$ cat src/rtl/alb_pkg.sv
package alb_pkg;
  typedef enum logic [1:0] {
    MODE_WRITE = 2'd0,
    MODE_HOLD  = 2'd1,
    MODE_STEER = 2'd2,
    MODE_CLEAR = 2'd3
  } alb_mode_e;
endpackage

$ cat src/rtl/alb_mode_dec.sv
module alb_mode_dec
  import alb_pkg::*;
(
  input  logic      wr_en_ni,
  input  logic      clr_ni,
  output alb_mode_e mode_o
);
  always_comb begin
    unique case ({wr_en_ni, clr_ni})
      2'b01:   mode_o = MODE_WRITE;
      2'b11:   mode_o = MODE_HOLD;
      2'b00:   mode_o = MODE_STEER;
      default: mode_o = MODE_CLEAR;
    endcase
  end
endmodule

$ cat src/rtl/alb_sel_dec.sv
module alb_sel_dec #(
  parameter int unsigned AW = 3,
  localparam int unsigned N = 1 << AW
) (
  input  logic [AW-1:0] addr_i,
  output logic [N-1:0]  sel_o
);
  for (genvar k = 0; k < N; k++) begin : g_sel
    assign sel_o[k] = (addr_i == AW'(k));
  end
endmodule

$ cat src/rtl/alb_store.sv
module alb_store
  import alb_pkg::*;
#(
  parameter int unsigned N = 8
) (
  input  logic         clk_i,
  input  logic         rst_ni,
  input  alb_mode_e    mode_i,
  input  logic [N-1:0] sel_i,
  input  logic         data_i,
  output logic [N-1:0] store_o
);
  for (genvar k = 0; k < N; k++) begin : g_cell
    always_ff @(posedge clk_i or negedge rst_ni) begin
      if (!rst_ni) begin
        store_o[k] <= 1'b0;
      end else if (mode_i == MODE_CLEAR) begin
        store_o[k] <= 1'b0;
      end else if (mode_i == MODE_WRITE && sel_i[k]) begin
        store_o[k] <= data_i;
      end
    end
  end
endmodule

$ cat src/rtl/addr_latch_bank.sv
module addr_latch_bank
  import alb_pkg::*;
#(
  parameter int unsigned AW = 3,
  localparam int unsigned N = 1 << AW
) (
  input  logic          clk_i,
  input  logic          rst_ni,
  input  logic          wr_en_ni,
  input  logic          clr_ni,
  input  logic          data_i,
  input  logic [AW-1:0] addr_i,
  output logic [N-1:0]  q_o
);
  alb_mode_e    mode;
  logic [N-1:0] sel;
  logic [N-1:0] store;

  alb_mode_dec i_mode_dec (
    .wr_en_ni(wr_en_ni),
    .clr_ni  (clr_ni),
    .mode_o  (mode)
  );

  alb_sel_dec #(.AW(AW)) i_sel_dec (
    .addr_i(addr_i),
    .sel_o (sel)
  );

  alb_store #(.N(N)) i_store (
    .clk_i  (clk_i),
    .rst_ni (rst_ni),
    .mode_i (mode),
    .sel_i  (sel),
    .data_i (data_i),
    .store_o(store)
  );

  // steer and clear override the outputs at once; storage stays behind them
  always_comb begin
    unique case (mode)
      MODE_STEER: q_o = sel & {N{data_i}};
      MODE_CLEAR: q_o = '0;
      default:    q_o = store;
    endcase
  end
endmodule

$ cat config.mk
export PLATFORM = sky130hd
export DESIGN_NAME = addr_latch_bank
export DESIGN_NICKNAME = d
export VERILOG_FILES = /design/src/rtl/alb_pkg.sv /design/src/rtl/alb_mode_dec.sv /design/src/rtl/alb_sel_dec.sv /design/src/rtl/alb_store.sv /design/src/rtl/addr_latch_bank.sv
export SDC_FILE = /design/constraint.sdc
export NUM_CORES = 1
export LEC_CHECK = 0
export ABC_AREA = 1
export BUFFER_PORTS_ARGS = -buffer_cell sky130_fd_sc_hd__buf_2
export CAP_MARGIN = 20
export CORE_AREA = 2 2 39 41
export DETAILED_ROUTE_END_ITERATION = 10
export DIE_AREA = 0 0 41 43
export GPL_TIMING_DRIVEN = 0
export PLACE_DENSITY = 0.81
export SETUP_SLACK_MARGIN = 0.1
export SKIP_CTS_REPAIR_TIMING = 1
export SLEW_MARGIN = 40
export SYNTH_ARGS = -nofsm -noshare
export SYNTH_HDL_FRONTEND = slang
export SYNTH_HIERARCHICAL = 1
export SYNTH_SLANG_ARGS = --single-unit
$ cat constraint.sdc
create_clock -name clk_i -period 1.5 [get_ports clk_i]
set_input_delay 0.075 -clock clk_i [delete_from_list [all_inputs] [get_ports clk_i]]
set_output_delay 0.075 -clock clk_i [all_outputs]
set_load 0.005 [all_outputs]
### Word-level counts from Yosys, hierarchy flattened

Cells that the tools add are included.

* bits of input ports: 8
* register bits after elaboration: 8
* word-level logic and storage cells: 57

* eq/ne operators: 11
* mux-type cells: 18
* reductions and logical operators: 19
* bitwise logic cells: 1

Operator list (number)
* $mux W1: 16
* $pmux W8 S2: 1
* $reduce_bool A2 Y1: 8
* $eq A3 B3 Y1 const B: 4
* $and A8 B8 Y8: 1
* $logic_and A1 B1 Y1: 8
* $eq A2 B2 Y1 const B: 3
* $eq A3 B2 Y1 const B: 2
* $pmux W2 S3: 1
* $logic_not A2 Y1: 2
* $eq A3 B1 Y1 const B: 1
* $logic_not A3 Y1: 1
* $eq A2 B1 Y1 const B: 1

### Depth between registers and ports, before layout

Gate-level depths: netlist of run 1.

* depth after elaboration: 6
* mapped depth: 7
* gate-level depth less buffers: 7

### Hierarchy

Netlist of run 1, hierarchy kept.

Modules (own cells, without submodules)
* alb_store: instances 1, seq. area each 200.2 um2, area an instance 421.7 um2, cells each 59
* addr_latch_bank: instances 1, seq. area each 0.0 um2, area an instance 181.4 um2, cells each 43
* alb_sel_dec: instances 1, seq. area each 0.0 um2, area an instance 56.3 um2, cells each 15
* alb_mode_dec: instances 1, seq. area each 0.0 um2, area an instance 7.5 um2, cells each 2

### Worst setup path after synthesis of run 1

No wires, ideal clock.

* path type: input port to flip-flop
* from: input port wr_en_ni
* to: register i_store.store_o[3]
* setup slack: 566 ps
* data arrival time: 817 ps
* cell stages on the path: 5
* path buffers: 1
* path through: clkbuf_1 -> nand2_1 -> and2_0 -> nand2_1 -> nand2_1

* cells in the longest elaborated chain, start to end: 5

Ends and longest elaborated chain
* start, declared: RTL line addr_latch_bank.sv:9 `input logic wr_en_ni,`
* $eq A2 B2 Y1, or another cell as far along: RTL line alb_mode_dec.sv:9 `unique case ({wr_en_ni, clr_ni})`
* $pmux W2 S3 *: RTL line alb_mode_dec.sv:9
* $logic_not A2 Y1: RTL line alb_store.sv:19 `end else if (mode_i == MODE_WRITE && sel_i[k]) begin`
* $logic_and A1 B1 Y1: RTL line alb_store.sv:19
* $reduce_bool A2 Y1 (no source line)
* end signal, assigned by index: RTL line alb_store.sv:20 `store_o[k] <= data_i;`
* end, declared: RTL line alb_store.sv:11 `output logic [N-1:0] store_o`

Every way passes the cells marked *; elsewhere a longest branch is shown, timed or not.
A chain may end at the register's enable or synchronous reset.

### Final worst setup path of run 1

* from: register i_store.store_o[5]
* to: output port q_o[5]

* cells in the longest elaborated chain, start to end: 1

Ends and longest elaborated chain
* $pmux W8 S2: RTL line addr_latch_bank.sv:41 `unique case (mode)`
* end, declared: RTL line addr_latch_bank.sv:13 `output logic [N-1:0] q_o`

Every way passes these cells.

==> results of run 1 <==
cells by family after synthesis:
logic type | count (synthesis) | share of synthesized area [%]
buffers and inverters | 24 | 15.20
DFF | 8 | 30.02
and+or+nand+nor | 87 | 54.79
metal layers:
| layer | wire [um] | GRT usage (%) | vias up |
|---|---|---|---|
| li1 | - | - | 380 |
| met1 | 647 | 27.87 | 324 |
| met2 | 702 | 29.69 | 22 |
| met3 | 80 | 4.712 | 4 |
| met4 | 40 | 14.00 | 0 |
| met5 | 0 | 0 | - |
tightest hold or removal path, delay by kind of cell:
kind | cells | cell delay (ps)
and+or+nand+nor | 2 | 130
buffers and inverters | 1 | 100
final cells by class:
type	count	area, sq um	share of cell area, %
Buffer	3	22.52	2.853
Clock buffer	3	22.52	2.853
Inverter	21	78.83	9.984
Multi-Input combinational cell	87	365.4	46.28
Sequential cell	8	200.2	25.36
Tap cell	16	20.02	2.536
Timing Repair Buffer	15	80.08	10.14
final timing paths:
| path | startpoint | endpoint | slack, ps |
|---|---|---|---|
| worst max register to register | i_store/store_o[3] | i_store/store_o[3] | 790 |
| worst max-delay path | i_store/store_o[5] | q_o[5] | 550 |
| worst min register to register | i_store/store_o[6] | i_store/store_o[6] | 560 |
| max in group asynchronous | rst_ni | i_store/store_o[2] | 1140 |
| worst min-delay path | data_i | i_store/store_o[3] | 80 |
| min in group asynchronous | rst_ni | i_store/store_o[5] | 180 |
power groups by stage:
stage	sequential, uW	combinational [uW]	clock (uW)
after floorplan	240	81.0	0
after global placement	241	118	0
after detailed placement	241	120	0
after CTS	237	121	173
after global routing	238	140	187
final	238	122	171
Yosys cell counts (all sizes together):
cell    count  area, sq um
nand2      68        257.8
inv        21        78.83
nor2       10        61.31
dfrtp       8        200.2
nand3       8        40.04
buf         2        18.77
and2        1        6.260
clkbuf      1        3.750
stage by stage:
step	instances	area [sq um]	setup WS, ps
5_1_grt	153	789.5	454.9
3_3_place_gp	149	757.0	445.4
3_5_place_dp	149	757.0	441.8
4_1_cts	152	779.5	553.4
2_1_floorplan	119	666.9	566.3
6_report	153	789.5	553.9
layout by cell type (no fill, tap or decap):
cell type / count
nand2_1: 67
inv_1: 19
buf_2: 14
nor2_1: 8
nand3_1: 8
dfrtp_1: 8
clkbuf_4: 3
inv_2: 2
nor2_8: 1
buf_4: 1
dlygate4sd3_1: 1
clkbuf_1: 1
and2_0: 1
nor2_4: 1
buf_6: 1
nand2_2: 1
==> impl_results.md, run 1 <==
* Hold Slack at 84.40 ps
* Stages on worst setup path at 3
* Synth cell types at 13
* Clock network power share at 32.2%
* # diodes at 0
* DRC errors left at 0
* Data arrival, critical path at 870 ps
* Top flop regs: i_store/store_o: 8 flops
* Initial antenna violation count at 0
* Clock sink count at 8
* Fill cells at 138
* Post-Syn Instances at about 120
* GRT Total Usage at 21.21%
* Mean Syn Cell Area at approximately 5.6 sq um
* Slew @ Worst Pin at 357.4 ps
* Largest net degree at the start of global routing at 11
* Floorplan row count at 14
* Most flop-heavy register: i_store/store_o
* Critical Path RT at roughly 1400 ps
* Most used cell, CP: nand2_1
* Final HPWL DP at 1090 um
* Initial Util at between 40 and 50%
* GR Overflow Total at 0
* Post-DRT Antenna Nets at 0
* Pwr dens at 672.7 nW/um^2
* Hold Vio Cnt, Final at 0
* Pint at 367.2 uW
* Tot Pwr at 531.1 uW
* Min-Delay Path Depth at 3
* Worst path buffer plus inverter count at 1
* Seq cells post-synth at 8
* Number of global-route vias before repair at roughly 630
* Clk pin slew, worst setup/hold paths at roughly 60 ps
* Seq/Total Area, Yosys at 30.02%
* Worst reg2reg path depth at 3
* CTS tree: built
* CP Launch Type: register
* VDD IR-drop max at approximately 0.00046 V
* Largest register FFs at 8
* Final Skew at 0 ps
* Logic pwr share at 23.0%
* Crit Path Class: register to output port
* Hold crit path type: primary input to register
* Drt total wl at roughly 1500 um
* Static Leak at 0.0005700 uW
* Yosys warning count at 6
* Die Y at 43 um
* Period utilisation layout at around 63%
* Synthesized area at 666.9 sq um
* Nets@finish at 147
* Die W at 41 um
* Root buffer cell: clkbuf_4
* Seq pwr share at 44.8%
* Max stage delay on crit path at 380 ps
* Final Util at 57.05%
* Layout area overhead at 18.39%
* Core ar. at between 1000 and 1500 sq um
* DRT iter0 DRCs at 33
* Status: finished clean
* Synth Net Count at roughly 130
* Setup TNS at 0 ps
* Critical Path End Type: output port
* Wire length of the first global-routing pass at 2484 um
* IO Count at 16
* Slew Viols, Final at 0
* P_sw at 163.9 uW
* Final setup vio count at 0
* Wire per inst at 9.614 um
* Via/cell ratio at 4.771
* H-tree levels at 1
* Tmin final at 946.1 ps
* Crit-path leading delay family: flip-flops
* Die footprint at 1763 sq um
* First-pass DRT Iterations at 4
* RSZ-0062 raised after global routing: false
* Port bufs at 14
* Max FO, Critical Path at 2
* Clock Path Buffers at 2
* Share of cells above drive strength 1 at 17.52%
* Number of max-cap violations at 0
* Net Sw Frac at 30.85%
* GPL Wtd Cong at 0.8371
* TritonCTS Buffers at 3
* F_max at between 1000 and 1500 MHz
* Critical-path cell list: nand2_1 > nand2_1 > buf_2
* Vias at 730
* Crit path max-delay cell type: dfrtp_1
* Clk_lat worst skew at ~260 ps
* Slew headroom at 76.17%
Note: power is estimated with default switching activity, not from simulation.
==> run 2: changes to the inputs <==
Settings changed: CORE_AREA 2 2 39 41 to default, CORE_MARGIN from default to 2, CORE_UTILIZATION from default to 51, DIE_AREA 0 0 41 43 to default, PLACE_DENSITY 0.81 to 0.83.
Clock period 1.5 ns to 0.9 ns, I/O delays scaled along.
==> run 2 against run 1 <==
The flow now finishes with violations (negative setup slack). Non-clock buffer count increased by 3. Wire length up 3.8%. Clock skew stayed put. Critical endpoint unchanged. Highest routed layer unchanged.
==> impl_results.md, run 2 (synthesis gave the netlist of run 1 again) <==
* Status: finished, violations left
* Failing checks: negative setup slack
* Most used routing layer: met2
* Worst R2R Start: i_store/store_o[1]
* Most frequent cells in the layout: nand2_1 (65), inv_1 (19), buf_2 (14)
* Placed cell area at 757.0 sq um
* Fill cells at 121
* Design Area, Final at between 800 and 900 sq um
* Clock sink count at 8
* Crit Path Class: register to output port
* Worst path buffer plus inverter count at 1
* CP Launch Type: register
* Max FO, Critical Path at 2
* Core ar. at 1252 sq um
* Clk_lat worst skew at 240 ps
* Met2 global-route usage at 33.06%
* RSZ-0062 raised after global routing: true
* GRT Total Usage at 21.09%
* Final Util at around two thirds
* Placed cell count at 148
* Clk pin slew, worst setup/hold paths at ~60 ps
* Final Non-Filler Cells at about 160
* Layout area overhead at 24.39%
* Max stage delay on crit path at 390 ps
* Final HPWL DP at 1042 um
* First-pass DRT Iterations at 4
* Largest net degree at the start of global routing at 11
* Initial antenna violation count at 0
* Logic pwr share at about a quarter
* R2R Path End: i_store/store_o[1]
* DRC errors left at 0
* Critical-path cell list: nand2_1 > nand2_1 > buf_2
* Clock Path Buffers at 2
* GR Overflow Total at 0
* Seq pwr share at 44.2%
* Final setup margin at -18.56 ps
* CTS tree: built
* Slew @ Worst Pin at 316.3 ps
* Wire length of the first global-routing pass at 2228 um
* Post-DRT Antenna Nets at 0
* VDD IR-drop max at 0.0007991 V
* Root buffer cell: clkbuf_4
* Via/cell ratio at 4.768
* Floorplan row count at 13
* # diodes at 0
* Static Leak at just under 0.0006 uW
* Crit-path leading delay family: flip-flops
* Drt total wl at 1527 um
* Clock network power share at 30.5%
* Largest register FFs at 8
* Pwr dens at 1080 nW/um^2
* Hold crit path type: primary input to register
* Pint at around 620 uW
* Reg2Reg Setup Slack at approximately 90 ps
* H-tree levels at 1
* Vias at between 700 and 800
* Critical Path RT at 850 ps
* P_sw at 272.2 uW
* Port bufs at 14
* Share of cells above drive strength 1 at 25.00%
* Most flop-heavy register: i_store/store_o
* Net Sw Frac at 30.39%
* Tmin final at 918.6 ps
* Final setup vio count at 2
* Crit path max-delay cell type: dfrtp_1
* Worst hold endpoint: i_store/store_o[3]
* Final Skew at 0 ps
* Slew headroom at ~79%
* Min-Delay Path Depth at 3
* Initial Util at between 50% and 60%
* Data arrival, critical path at 870 ps
* DRT iter0 DRCs at 27
* Die Y at 40.16 um
* Critical Path End Type: output port
* Hold Vio Cnt, Final at 0
* Commonest non-fill, non-tap cell in the layout: nand2_1
* Hold_sp: data_i
* Setup TNS at -27.86 ps
* Die footprint at 1613 sq um
* Slew Viols, Final at 0
* Top flop regs: i_store/store_o: 8 flops
* Wire per inst at about 9.9 um
* Die W at 40.16 um
* Number of max-cap violations at 0
* Met1 usage at 27.46%
* F_max at 1089 MHz
* GPL Wtd Cong at 0.7902
* Period utilisation layout at 102.1%
* Met3 usage at 2.222%
* Worst reg2reg path depth at 5
* Number of global-route vias before repair at 541
* Nets@finish at 150
* Most used cell, CP: nand2_1
* TritonCTS Buffers at 3
* IO Count at 16
run 2: cell types whose count changed in the layout (fill, tap and decap cells not counted):
cell / previous run / this run
buf_4: 1 / 4
clkbuf_1: 1 / 0
clkbuf_2: 0 / 1
nand2_1: 67 / 65
nand2_2: 1 / 3
nor2_1: 8 / 3
nor2_2: 0 / 5
run 2: power groups by stage:
| stage | logic [uW] | clock network, uW | registers, uW |
|---|---|---|---|
| after floorplan | 136 | 0 | 399 |
| after global placement | 198 | 0 | 401 |
| after detailed placement | 201 | 0 | 402 |
| after CTS | 202 | 288 | 396 |
| after global routing | 257 | 308 | 397 |
| final | 226 | 274 | 396 |
run 2: worst min-delay path: cells and delay by family:
kind,cells,cell delay [ps]
simple gates,2,130
buf+inv,1,90
run 2: area by class of cell:
class	count	area, sq um	area share, %
timing repair buffer	18	102.6	12.37
inverter	21	78.83	9.502
tap	15	18.77	2.262
clock buffer	3	22.52	2.715
sequential	8	200.2	24.13
multi-input combinational	87	382.9	46.15
buffer	3	23.77	2.866
run 2: how the worst max path moves through the flow:
| stage | from | to | cells past startpoint |
|---|---|---|---|
| after floorplan | wr_en_ni | i_store/store_o[5] | 6 |
| after global placement | clr_ni | i_store/store_o[3] | 6 |
| after detailed placement | clr_ni | i_store/store_o[3] | 6 |
| after CTS | i_store/store_o[5] | q_o[5] | 3 |
| after global routing | i_store/store_o[5] | q_o[5] | 3 |
| final | i_store/store_o[5] | q_o[5] | 3 |
run 2: metrics by stage:
| stage | hold slack (ps) | worst slack (ps) | power [uW] |
|---|---|---|---|
| after global routing | 61.80 | -73.93 | 962.0 |
| after floorplan | -250.6 | 135.2 | 535.0 |
| after CTS | -377.4 | -27.18 | 886.2 |
| after global placement | -101.8 | 7.472 | 598.8 |
| final | 51.40 | -18.56 | 895.6 |
| after detailed placement | -99.29 | 0.1272 | 603.1 |
run 2: routing by layer:
layer  vias up  share of wire, %  routed length, um
met2        20                49                745
met5         -                 0                  0
met3         2               6.3                 96
met4         0              0.92                 14
met1       330                44                671
li1        387                 -                  -
==> run 3: changes to the inputs <==
Settings changed: BUFFER_PORTS_ARGS -buffer_cell sky130_fd_sc_hd__buf_2 to -buffer_cell sky130_fd_sc_hd__clkbuf_2.
==> run 3 against run 2 <==
Total power is 1.7% lower. Clock skew stayed put. Highest routed layer unchanged. Fmax is 1.7% higher. Critical path depth stayed put. Largest power group unchanged. The flow still finishes with violations (negative setup slack).
==> impl_results.md, run 3 (synthesis gave the netlist of run 1 again) <==
* DRT iter0 DRCs at 16
* Number of global-route vias before repair at about 540
* DRC errors left at 0
* Slew @ Worst Pin at 288.2 ps
* Hold_sp: data_i
* Max FO, Critical Path at 2
* Largest net degree at the start of global routing at 11
* Setup TNS at -2.777 ps
* Pwr dens at 1094 nW/um^2
* Hold crit path type: primary input to register
* Wire length of the first global-routing pass at 2145 um
* Clk pin slew, worst setup/hold paths at 60 ps
* Data arrival, critical path at 860 ps
* Drt total wl at 1445 um
* Most frequent cells in the layout: nand2_1 (67), inv_1 (19), clkbuf_2 (15)
* Die Y at approximately 40 um
* Flip-flop and latch area at 200.2 sq um
* Port bufs at 14
* Core ar. at 1252 sq um
* Final Skew at 0 ps
* Number of max-cap violations at 0
* Final setup margin at -2.777 ps
* DP Worst Slack at 20.48 ps
* Vias at 705
* Die footprint at ~1600 sq um
* CTS tree: built
* Slew headroom at 80.74%
* Largest register FFs at 8
* Period utilisation layout at 100.3%
* Status: finished, violations left
* TritonCTS Buffers at 3
* Initial antenna violation count at 0
* GPL Wtd Cong at 0.8061
* Wire per inst at ~9.5 um
* Worst reg2reg path depth at 3
* Final setup vio count at 1
* Final Util at ~64%
* Static Leak at roughly 0.00057 uW
* IO Count at 16
* Layout area overhead at 20.64%
* VDD IR-drop max at 0.0006432 V
* Max stage delay on crit path at 380 ps
* Post-DRT Antenna Nets at 0
* Clock sink count at 8
* Multi-input gate area at between 300 and 400 sq um
* Crit path max-delay cell type: dfrtp_1
* Worst R2R Start: i_store/store_o[3]
* CP Launch Type: register
* Initial Util at 53.25%
* Min-Delay Path Depth at 3
* Fill cells at 132
* RSZ-0062 raised after global routing: true
* GR Overflow Total at 0
* Top flop regs: i_store/store_o: 8 flops
* Commonest non-fill, non-tap cell in the layout: nand2_1
* Die W at 40.16 um
* Tot Pwr at around 900 uW
* # diodes at 0
* Reg2Reg Setup Slack at 180 ps
* Root buffer cell: clkbuf_4
* R2R Path End: i_store/store_o[3]
* H-tree levels at 1
* Hold Vio Cnt, Final at 0
* First-pass DRT Iterations at 4
* Clk_lat worst skew at around 240 ps
* Critical Path End Type: output port
* Final HPWL DP at 1028 um
* Most flop-heavy register: i_store/store_o
* Via/cell ratio at 4.638
* F_max at approximately 1100 MHz
* Worst hold endpoint: i_store/store_o[3]
* Tmin final at 902.8 ps
* Hold Slack at 43.21 ps
* Most used cell, CP: nand2_1
* Crit Path Class: register to output port
* Floorplan row count at 13
* Failing checks: negative setup slack
* Slew Viols, Final at 0
* Critical Path RT at 850 ps
* GRT Total Usage at between 20% and 30%
* Critical-path cell list: nand2_1 > nand2_1 > clkbuf_2
* Share of cells above drive strength 1 at 22.63%
* Nets@finish at 147
* Clock Path Buffers at 2
[run 3: metal layers]
metal  up-vias  part of all wire, %  GRT usage [%]
met5         -                    0              0
met4         0                  1.7          14.66
met1       302                   48          25.85
met2        18                   46          31.85
li1        381                    -              -
met3         4                  4.6          2.222
[run 3: metrics by stage]
stage / cell area [sq um] / instances
6_report: 804.5 / 152
5_1_grt: 804.5 / 152
4_1_cts: 779.5 / 151
3_5_place_dp: 757.0 / 148
3_3_place_gp: 757.0 / 148
2_1_floorplan: 668.1 / 119
[run 3: critical path: cells and delay by family (launching register included)]
| kind | cells | cell delay, ps |
|---|---|---|
| buf+inv | 1 | 100 |
| simple gates | 2 | 120 |
| flops | 1 | 380 |
[run 3: worst max-delay path by stage]
stage / endpoint / from / cells after the start / slack, ps
2_1_floorplan: i_store/store_o[5] / wr_en_ni / 6 / 140
3_3_place_gp: i_store/store_o[3] / clr_ni / 6 / 30
3_5_place_dp: i_store/store_o[3] / clr_ni / 6 / 20
4_1_cts: q_o[1] / i_store/store_o[1] / 3 / -20
5_1_grt: q_o[5] / i_store/store_o[5] / 3 / -70
6_report: q_o[1] / i_store/store_o[1] / 3 / -3
[run 3: power breakdown]
group	internal [uW]	total, uW	switching, uW
sequential	384	396	12.1
clock	152	272	120
combinational	76.9	212	135
[run 3: area by class of cell]
| class | instances | share of cell area (%) |
|---|---|---|
| tap | 15 | 2.333 |
| inverter | 21 | 9.798 |
| multi-input combinational | 87 | 47.28 |
| timing repair buffer | 15 | 9.953 |
| sequential | 8 | 24.88 |
| buffer | 3 | 2.955 |
| clock buffer | 3 | 2.799 |
